### src/rtl/xipc_pkg.sv
package xipc_pkg;
   typedef enum logic [1:0] {
      WIN_ALLOC   = 2'd0,
      WIN_NOALLOC = 2'd1,
      WIN_DIRECT  = 2'd2,
      WIN_SCRATCH = 2'd3
   } win_e;

   typedef enum logic [2:0] {
      ACT_HIT,
      ACT_FETCH,
      ACT_INVAL,
      ACT_DROP,
      ACT_FAULT,
      ACT_SRAM_RD,
      ACT_SRAM_WR
   } act_e;

   typedef enum logic {
      ST_IDLE,
      ST_FETCH
   } fsm_e;

   typedef struct packed {
      logic sleep;
      logic fault_wr;
      logic en;
   } cfg_t;
endpackage

### src/rtl/xipc_cfg_reg.sv
module xipc_cfg_reg
   import xipc_pkg::*;
(
   input  logic       clk,
   input  logic       rst_n,
   input  logic       wr,
   input  logic [2:0] wdata,
   output cfg_t       cfg
);
   always_ff @(posedge clk or negedge rst_n) begin
      if (!rst_n) begin
         cfg.sleep    <= 1'b0;
         cfg.fault_wr <= 1'b1;
         cfg.en       <= 1'b1;
      end else if (wr) begin
         cfg.sleep    <= wdata[2];
         cfg.fault_wr <= wdata[1];
         cfg.en       <= wdata[0] & ~wdata[2];
      end
   end
endmodule

### src/rtl/xipc_steer_dec.sv
module xipc_steer_dec
   import xipc_pkg::*;
(
   input  win_e  win,
   input  logic  is_write,
   input  cfg_t  cfg,
   input  logic  hit,
   output act_e  act,
   output logic  fill
);
   always_comb begin
      act  = ACT_FETCH;
      fill = 1'b0;
      case (win)
         WIN_SCRATCH: begin
            if (cfg.sleep)     act = ACT_FAULT;
            else if (is_write) act = ACT_SRAM_WR;
            else               act = ACT_SRAM_RD;
         end
         WIN_DIRECT: begin
            if (is_write) act = cfg.fault_wr ? ACT_FAULT : ACT_DROP;
            else          act = ACT_FETCH;
         end
         WIN_NOALLOC: begin
            if (is_write)             act = cfg.fault_wr ? ACT_FAULT : ACT_DROP;
            else if (cfg.en && hit)   act = ACT_HIT;
            else                      act = ACT_FETCH;
         end
         default: begin
            if (is_write)             act = ACT_INVAL;
            else if (cfg.en && hit)   act = ACT_HIT;
            else begin
               act  = ACT_FETCH;
               fill = cfg.en;
            end
         end
      endcase
   end
endmodule

### src/rtl/xipc_line_store.sv
module xipc_line_store #(
   parameter int LINES  = 16,
   parameter int TAG_W  = 18,
   parameter int DATA_W = 32,
   localparam int IDX_W = $clog2(LINES)
) (
   input  logic              clk,
   input  logic              rst_n,
   input  logic [IDX_W-1:0]  rd_idx,
   input  logic [TAG_W-1:0]  rd_tag,
   output logic              hit,
   output logic [DATA_W-1:0] rd_data,
   input  logic              fill_en,
   input  logic [IDX_W-1:0]  fill_idx,
   input  logic [TAG_W-1:0]  fill_tag,
   input  logic [DATA_W-1:0] fill_data,
   input  logic              inval_en,
   input  logic [IDX_W-1:0]  inval_idx,
   input  logic              sram_we,
   input  logic [IDX_W-1:0]  sram_idx,
   input  logic [DATA_W-1:0] sram_wdata
);
   logic [LINES-1:0]  vld_vec;
   logic [TAG_W-1:0]  tag_arr [LINES];
   logic [DATA_W-1:0] dat_arr [LINES];

   for (genvar i = 0; i < LINES; i++) begin : g_line
      logic              v_q;
      logic [TAG_W-1:0]  t_q;
      logic [DATA_W-1:0] d_q;
      wire fill_me  = fill_en  && (fill_idx  == IDX_W'(i));
      wire inval_me = inval_en && (inval_idx == IDX_W'(i));
      wire sram_me  = sram_we  && (sram_idx  == IDX_W'(i));

      always_ff @(posedge clk or negedge rst_n) begin
         if (!rst_n)        v_q <= 1'b0;
         else if (fill_me)  v_q <= 1'b1;
         else if (inval_me) v_q <= 1'b0;
      end

      always_ff @(posedge clk) begin
         if (fill_me) begin
            t_q <= fill_tag;
            d_q <= fill_data;
         end else if (sram_me) begin
            d_q <= sram_wdata;
         end
      end

      assign vld_vec[i] = v_q;
      assign tag_arr[i] = t_q;
      assign dat_arr[i] = d_q;
   end

   assign hit     = vld_vec[rd_idx] && (tag_arr[rd_idx] == rd_tag);
   assign rd_data = dat_arr[rd_idx];
endmodule

### src/rtl/xip_cache_gate.sv
module xip_cache_gate
   import xipc_pkg::*;
#(
   parameter int FLASH_AW = 24,
   parameter int ADDR_W   = 26,
   parameter int DATA_W   = 32,
   parameter int LINES    = 16
) (
   input  logic              clk,
   input  logic              rst_n,
   input  logic              cfg_wr,
   input  logic [2:0]        cfg_wdata,
   output logic [2:0]        cfg_rdata,
   input  logic              req_valid,
   output logic              req_ready,
   input  logic              req_write,
   input  logic [ADDR_W-1:0] req_addr,
   input  logic [DATA_W-1:0] req_wdata,
   output logic              rsp_valid,
   output logic [DATA_W-1:0] rsp_data,
   output logic              rsp_err,
   output logic              fl_req,
   output logic [FLASH_AW-1:0] fl_addr,
   input  logic              fl_ack,
   input  logic [DATA_W-1:0] fl_rdata
);
   localparam int OFF_W = $clog2(DATA_W / 8);
   localparam int IDX_W = $clog2(LINES);
   localparam int TAG_W = FLASH_AW - IDX_W - OFF_W;

   if (ADDR_W != FLASH_AW + 2) begin : g_bad_addr
      $error("ADDR_W must be FLASH_AW plus two window bits");
   end
   if (LINES < 2 || (LINES & (LINES - 1)) != 0) begin : g_bad_lines
      $error("LINES must be a power of two of at least 2");
   end
   if (DATA_W % 8 != 0 || TAG_W < 1) begin : g_bad_data
      $error("DATA_W must be whole bytes and leave a tag");
   end

   cfg_t             cfg;
   fsm_e             state;
   act_e             act;
   logic             fill;
   logic             hit;
   logic             accept;
   logic [1:0]       win_bits;
   logic [IDX_W-1:0] idx;
   logic [TAG_W-1:0] tag;
   logic [DATA_W-1:0] line_data;
   logic [FLASH_AW-1:0] fl_addr_q;
   logic             fill_q;
   logic [IDX_W-1:0] idx_q;
   logic [TAG_W-1:0] tag_q;

   assign win_bits  = req_addr[ADDR_W-1 -: 2];
   assign idx       = req_addr[OFF_W +: IDX_W];
   assign tag       = req_addr[OFF_W+IDX_W +: TAG_W];
   assign req_ready = (state == ST_IDLE);
   assign accept    = req_valid && req_ready;
   assign cfg_rdata = cfg;
   assign fl_req    = (state == ST_FETCH);
   assign fl_addr   = fl_addr_q;

   xipc_cfg_reg u_cfg (
      .clk   (clk),
      .rst_n (rst_n),
      .wr    (cfg_wr),
      .wdata (cfg_wdata),
      .cfg   (cfg)
   );

   xipc_steer_dec u_dec (
      .win      (win_e'(win_bits)),
      .is_write (req_write),
      .cfg      (cfg),
      .hit      (hit),
      .act      (act),
      .fill     (fill)
   );

   xipc_line_store #(
      .LINES  (LINES),
      .TAG_W  (TAG_W),
      .DATA_W (DATA_W)
   ) u_store (
      .clk        (clk),
      .rst_n      (rst_n),
      .rd_idx     (idx),
      .rd_tag     (tag),
      .hit        (hit),
      .rd_data    (line_data),
      .fill_en    (state == ST_FETCH && fl_ack && fill_q),
      .fill_idx   (idx_q),
      .fill_tag   (tag_q),
      .fill_data  (fl_rdata),
      .inval_en   (accept && act == ACT_INVAL && cfg.en && hit),
      .inval_idx  (idx),
      .sram_we    (accept && act == ACT_SRAM_WR),
      .sram_idx   (idx),
      .sram_wdata (req_wdata)
   );

   always_ff @(posedge clk or negedge rst_n) begin
      if (!rst_n) begin
         state     <= ST_IDLE;
         rsp_valid <= 1'b0;
         rsp_err   <= 1'b0;
         rsp_data  <= '0;
         fl_addr_q <= '0;
         fill_q    <= 1'b0;
         idx_q     <= '0;
         tag_q     <= '0;
      end else begin
         rsp_valid <= 1'b0;
         rsp_err   <= 1'b0;
         if (accept) begin
            rsp_data <= '0;
            case (act)
               ACT_HIT, ACT_SRAM_RD: begin
                  rsp_valid <= 1'b1;
                  rsp_data  <= line_data;
               end
               ACT_FETCH: begin
                  state     <= ST_FETCH;
                  fl_addr_q <= req_addr[FLASH_AW-1:0];
                  fill_q    <= fill;
                  idx_q     <= idx;
                  tag_q     <= tag;
               end
               ACT_FAULT: begin
                  rsp_valid <= 1'b1;
                  rsp_err   <= 1'b1;
               end
               default: rsp_valid <= 1'b1;
            endcase
         end else if (state == ST_FETCH && fl_ack) begin
            state     <= ST_IDLE;
            rsp_valid <= 1'b1;
            rsp_data  <= fl_rdata;
         end
      end
   end
endmodule

### config.mk
export PLATFORM = sky130hd
export DESIGN_NAME = xip_cache_gate
export DESIGN_NICKNAME = d
export VERILOG_FILES = /design/src/rtl/xipc_pkg.sv /design/src/rtl/xipc_cfg_reg.sv /design/src/rtl/xipc_steer_dec.sv /design/src/rtl/xipc_line_store.sv /design/src/rtl/xip_cache_gate.sv
export SDC_FILE = /design/constraint.sdc
export NUM_CORES = 1
export LEC_CHECK = 0
export BUFFER_PORTS_ARGS = -buffer_cell sky130_fd_sc_hd__buf_4
export CORE_ASPECT_RATIO = 1.25
export CORE_MARGIN = 10
export CORE_UTILIZATION = 35
export DETAILED_ROUTE_END_ITERATION = 12
export SLEW_MARGIN = 20
export SYNTH_ARGS = -nofsm -noshare
export SYNTH_HDL_FRONTEND = slang
export SYNTH_SLANG_ARGS = --single-unit
### constraint.sdc
create_clock -name clk -period 12.45 [get_ports clk]
set_clock_uncertainty 0.2 [all_clocks]
set_input_delay 1.245 -clock clk [delete_from_list [all_inputs] [get_ports clk]]
set_output_delay 1.245 -clock clk [all_outputs]
set_load 0.05 [all_outputs]
==> impl_metrics.ini, run 1 <==
[drt]
vias = 25900
avgViaCountPerCell = 5.56
wl_per_cell_um = 28.5
drt_iter0_drc = 2824
first_pass_iters = 6
route.detailed.drc = 0
wl_mm = 133
drtAntennaViolNets = 0

[timing]
fin_crit_ns = 6.25
fin_crit_sh_pct = 50.2
timing.slew.headroom_pct = 19.1
fmax_mhz = 160
drv_slew = 0
final-setup-viol-count = 0
rsz0062_at_grt = no
tightest_slew_ns = 1.21
hold_viol = 0
fin_tns_setup_ns = 0

[cts]
numCtsBuffers = 94
clk_pin_slew_ns = 0.06
clkLatencyLatePin_ns = 0.67
post_cts.repair.setup_buffers = 0
clockBufferDepth = 3
ctsResizeCount = 0
clock_sinks = 879
cts_max_level = 3
cts_tree = built
root_buffer = clkbuf_16
ctsHoldBuffers = 0

[cells_and_area]
post_route_cells_drive_above_1_share_pct = 27.6
seq_area_um2 = 26000
multi_input_area_um2 = 14000
nets = 3117
nFillCells = 10800
area_delta_synth_final_pct = 15.1

[synth]
yosys.area_share.adder_pct = 0
synth_area_um2 = 40900
synth_compound_area_share_pct = 3.58
synth_top_family_by_area = multiplexers
yosys_warnings = 0
synth_enable_flop_cells = 800
synthMuxAreaShare_pct = 19.8
synth_area_per_cell_um2 = 13.9
synth.distinct_cells = 69
syn_inst = 2937
synthesis.nets = 3036
ys.flop_type = edfxtp_1
ys_seq_elements = 879
yosys.area_share.simple_pct = 9.87
ys_seq_area_share_pct = 63.5
synth_xor_area_share_pct = 0.385
async_flop_share_pct = 8.99

[die]
rows = 140
initial_core_util_pct = 35.2
core_um2 = 116000
die-area_um2 = 131000
die_w_um = 326
ioPinCount = 162
die_h_um = 402

[placement]
gp_congestion = 0.776
portBuffers = 161
dp_hpwl_mm = 74.0

[critical_path]
startpoint_type = primary input
crit_fanout = 71
required_ns = 12.81
critPathKind = in -> reg
reg2reg_depth = 6
endpoint_kind = flop
worstPathArrival_ns = 6.61

[global_routing]
overflow = 0
grt_pass1_vias = 26100
antenna_found_initial = 10
grt_max_degree = 78
track_usage_pct = 19.8
grt_pass1_wl_mm = 191

[power_and_ir_drop]
sw_frac_of_total_pct = 24.8
p_total_uw = 7010
p_per_area_nw_per_um2 = 149
power_frac_clock_pct = 41.4
power.switching_uw = 1740
peakVddDrop_v = 0.000106
seq_power_share_pct = 49.1
p_leak_uw = 0.0169
share_comb_of_total_power_pct = 9.5
power.internal_uw = 5270

[flow_run]
maxCapViolCount = 0

[min_path]
holdCritPathClass = in -> async

[status]
status = completed
[flip-flops by register name, indices dropped and copies added, names as in the netlist]
name / flops
u_store.g_line.d_q: 512
u_store.g_line.t_q: 288
rsp_data: 32
fl_addr: 24
u_store.g_line.v_q: 16
u_cfg.cfg: 3
fill_q: 1
fl_req: 1
rsp_err: 1
rsp_valid: 1
[cell usage after synthesis (all sizes together), types with 11 or more instances]
master  instances  area (um2)
inv            39         146
buf            59         329
o22ai          16         100
nand2         903        3390
clkbuf        174         653
nor3           11        55.1
mux2i          82         821
mux4          189        4260
o21ai          52         260
mux2          268        3020
o22a           17         149
nor2           21        78.8
and3           11        68.8
nand3          12        60.1
edfxtp        800       24000
dfrtp          77        1930
a22oi          51         383
xnor2          12         105
nor2b          11        68.8
[routing by layer]
layer  share of wire (%)  track usage, %
met5               0.043               0
met4                 2.7            5.96
met3                 8.2            3.90
met2                  49            33.2
met1                  40            25.7
[layout make-up]
| cell class | count | share of cell area (%) |
|---|---|---|
| clock inverter | 33 | 0.932 |
| tap | 1562 | 4.15 |
| antenna | 4 | 0.0213 |
| multi-input combinational | 1776 | 29.8 |
| sequential | 879 | 55.2 |
| clock buffer | 145 | 5.87 |
| timing repair buffer | 218 | 3.59 |
| inverter | 49 | 0.414 |
[cells in the final DEF, fill, tap and decap left out, types with 30 or more instances in the layout]
cell	instances
a22oi_1	51
buf_4	214
clkbuf_1	31
clkbuf_16	96
dfrtp_1	77
edfxtp_1	800
inv_1	38
mux2_2	250
mux2i_1	82
mux4_2	189
nand2_1	897
o21ai_1	30
[critical path: stages]
cell,delay [ns]
buf_8,0.44
buf_4,0.77
buf_4,0.71
mux4_2,0.60
mux2i_1,0.18
xnor2_1,0.16
a2111oi_2,0.54
or3b_4,0.47
o41a_2,0.92
o21ai_1,0.31
[through the flow]
step / hold WS (ns) / area (um2) / cells / utilization (%) / setup slack, ns
floorplan: 0.276 / 40900 / 2937 / - / 6.75
global placement: 0.285 / 43800 / 4482 / 37.7 / 5.49
detailed placement: 0.296 / 43900 / 4483 / 37.7 / 5.40
CTS: 0.252 / 47100 / 4661 / 40.5 / 6.11
global route: 0.270 / 47100 / 4663 / 40.5 / 5.87
finish: 0.271 / 47100 / 4666 / 40.5 / 6.20
[power groups by stage]
stage / clock, uW / sequential, uW / combinational (uW)
finish: 2900 / 3440 / 666
global route: 3060 / 3450 / 714
floorplan: 0 / 3570 / 311
global placement: 0 / 3500 / 662
detailed placement: 0 / 3510 / 670
CTS: 2940 / 3450 / 671
[final timing paths]
path,start,endpoint,slack [ns]
max in group asynchronous,rst_n,u_cfg.cfg[0],10.64
hold reg to reg,fl_addr[0],fl_addr[0],0.31
setup / recovery,req_addr[2],rsp_data[10],6.20
setup reg to reg,fl_req,u_store.g_line[6].d_q[16],7.71
hold / removal,rst_n,fl_addr[6],0.27
min in group clk,fl_addr[0],fl_addr[0],0.31
[cells by family after synthesis]
family | after synthesis
buffers and inverters | 282
AND/OR/NAND/NOR | 1015
XOR/XNOR | 18
AO/OA/AOI/OAI | 204
multiplexers | 539
flip-flops | 879
Note: power is estimated with default switching activity, not from simulation.
==> run 2: changes to the inputs <==
clock period = 6.2 ns   (was 12.45 ns; I/O delays follow)
==> run 2 against run 1 <==
- register-to-register slack worse by 5.5 ns
- clock power is 96% higher
- final cell count increased by 0.51%
- setup slack lost 4.5 ns
- combinational power is 100% higher
- critical path depth shrank 1
- power grew 99%
- die area stayed put
- worst hold slack got worse by 0.22 ns
- design area grew 0.33%
- sequential share of layout area is 0.18 points lower
- largest cell class unchanged
==> impl_metrics.ini, run 2 (synthesis results as in run 1) <==
[status]
status = completed

[global_routing]
antenna_found_initial = 10
overflow = 0
grt_pass1_wl_mm = 192
track_usage_pct = 19.9
grt_max_degree = 75
grt_pass1_vias = 26500

[drt]
vias = 26200
drt_iter0_drc = 2930
drtAntennaViolNets = 0
first_pass_iters = 6
route.detailed.drc = 0
wl_per_cell_um = 28.4
avgViaCountPerCell = 5.59
wl_mm = 133

[placement]
dp_hpwl_mm = 75.2
dp.cells = 4499
place_area_um2 = 44100
gp_congestion = 0.795
portBuffers = 161

[cts]
clk_pin_slew_ns = 0.06
clockBufferDepth = 3
cts_tree = built
clkLatencyLatePin_ns = 0.68
numCtsBuffers = 95
clock_sinks = 879
cts_max_level = 3
root_buffer = clkbuf_16

[cells_and_area]
final_cells = 4690
area_delta_synth_final_pct = 15.5
final_util_pct = 40.6
largest_reg_flops = 512
design_area_um2 = 47300
layout_common_cells = 897 x nand2_1, 800 x edfxtp_1, 250 x mux2_2
largest_registers = u_store.g_line.d_q (512), u_store.g_line.t_q (288), rsp_data (32)
nets = 3144
post_route_cells_drive_above_1_share_pct = 27.7
largest-register = u_store.g_line.d_q
final_common_cell = nand2_1

[timing]
final-setup-viol-count = 0
fmax_mhz = 224
fin_tns_setup_ns = 0
rsz0062_at_grt = no
drv_slew = 0
hold_viol = 0
fin_crit_ns = 4.46
fin_crit_sh_pct = 71.9
tightest_slew_ns = 1.07
timing.slew.headroom_pct = 28.4

[critical_path]
required_ns = 6.57
cp_num_cells = 9
setup.worst_path.start = req_addr[2]
cp_num_buf_inv = 1
rrSetupSlack_ns = 2.17
crit_fanout = 74
critPathKind = in -> reg
r2r_start = fl_req
worst_r2r_endpoint = u_store.g_line[0].d_q[30]
endpoint_kind = flop
reg2reg_depth = 7
cpPeakStageDelay_ns = 0.90
cpMostUsedCell = a22oi_1
cp_top_family = compound AO/OA/AOI/OAI gates
timing.critical_path.to = rsp_data[9]
cp_slowest_cell = o41a_2
cp_cell_sequence = buf_8 > and2_1 > a22oi_1 > a21o_1 > a2111oi_1 > a22oi_1 > or3b_4 > o41a_2 > o21ai_1
worstPathArrival_ns = 4.83
startpoint_type = primary input

[die]
initial_core_util_pct = 35.2
die_w_um = 326
rows = 140
die_h_um = 402
ioPinCount = 162
die-area_um2 = 131000
core_um2 = 116000

[power_and_ir_drop]
power.switching_uw = 3520
sw_frac_of_total_pct = 25.3
seq_power_share_pct = 49.6
power_frac_clock_pct = 40.7
p_per_area_nw_per_um2 = 295
power.internal_uw = 10400
peakVddDrop_v = 0.000245
share_comb_of_total_power_pct = 9.7
p_leak_uw = 0.0170

[min_path]
holdCritPathClass = in -> reg

[flow_run]
maxCapViolCount = 0
-- run 2: worst min-delay path by stage --
| stage | from | to | slack [ns] | depth (start not counted) |
|---|---|---|---|---|
| global route | req_addr[7] | fl_addr[7] | 0.04 | 2 |
| detailed placement | u_store.g_line[11].v_q | u_store.g_line[11].v_q | 0.29 | 1 |
| floorplan | rst_n | fill_q | 0.12 | 0 |
| CTS | req_addr[13] | fl_addr[13] | 0.01 | 2 |
| global placement | u_store.g_line[14].v_q | u_store.g_line[14].v_q | 0.28 | 1 |
| finish | req_addr[13] | fl_addr[13] | 0.05 | 2 |
-- run 2: area by class of cell --
type / count / area [um2]
timing repair buffer: 244 / 1970
antenna: 1 / 2.50
tap: 1562 / 1950
fill: 10800 / 69100
sequential: 879 / 26000
inverter: 49 / 195
clock inverter: 43 / 397
multi-input combinational: 1776 / 14000
clock buffer: 136 / 2690
-- run 2: routing by layer --
metal	vias to the layer above	track usage, %	routed length (um)
met1	13500	26.3	52900
met3	212	3.61	11500
met4	8	6.50	3760
met5	-	0	52
met2	1361	33.0	65100
li1	11100	-	-
-- run 2: stage by stage --
stage                     power (uW)  hold WS (ns)  setup WS (ns)
final                          13900        0.0458           1.74
after global routing           14400        0.0398           1.53
after CTS                      14000        0.0115           1.79
after detailed placement        8390         0.292           1.12
after global placement          8370         0.285           1.18
after floorplan                 7800         0.124           1.12
-- run 2: worst reg2reg max path, delay by kind of cell (launching register included) --
family | cells | cell delay (ns)
buffers and inverters | 2 | 1.02
AOI/OAI and AO/OA | 1 | 0.13
DFF | 1 | 0.39
and+or+nand+nor | 4 | 1.91
-- run 2: power groups by stage --
stage	logic (uW)	registers, uW	clock network [uW]
after floorplan	625	7180	0
after global placement	1340	7030	0
final	1360	6910	5670
after detailed placement	1360	7040	0
after global routing	1450	6940	5990
after CTS	1370	6920	5740
-- run 2: timing repair --
action,CTS,global route
resized for setup,0,0
buffers inserted,0,0
endpoints found under the hold margin,38,0
hold buffers,11,0
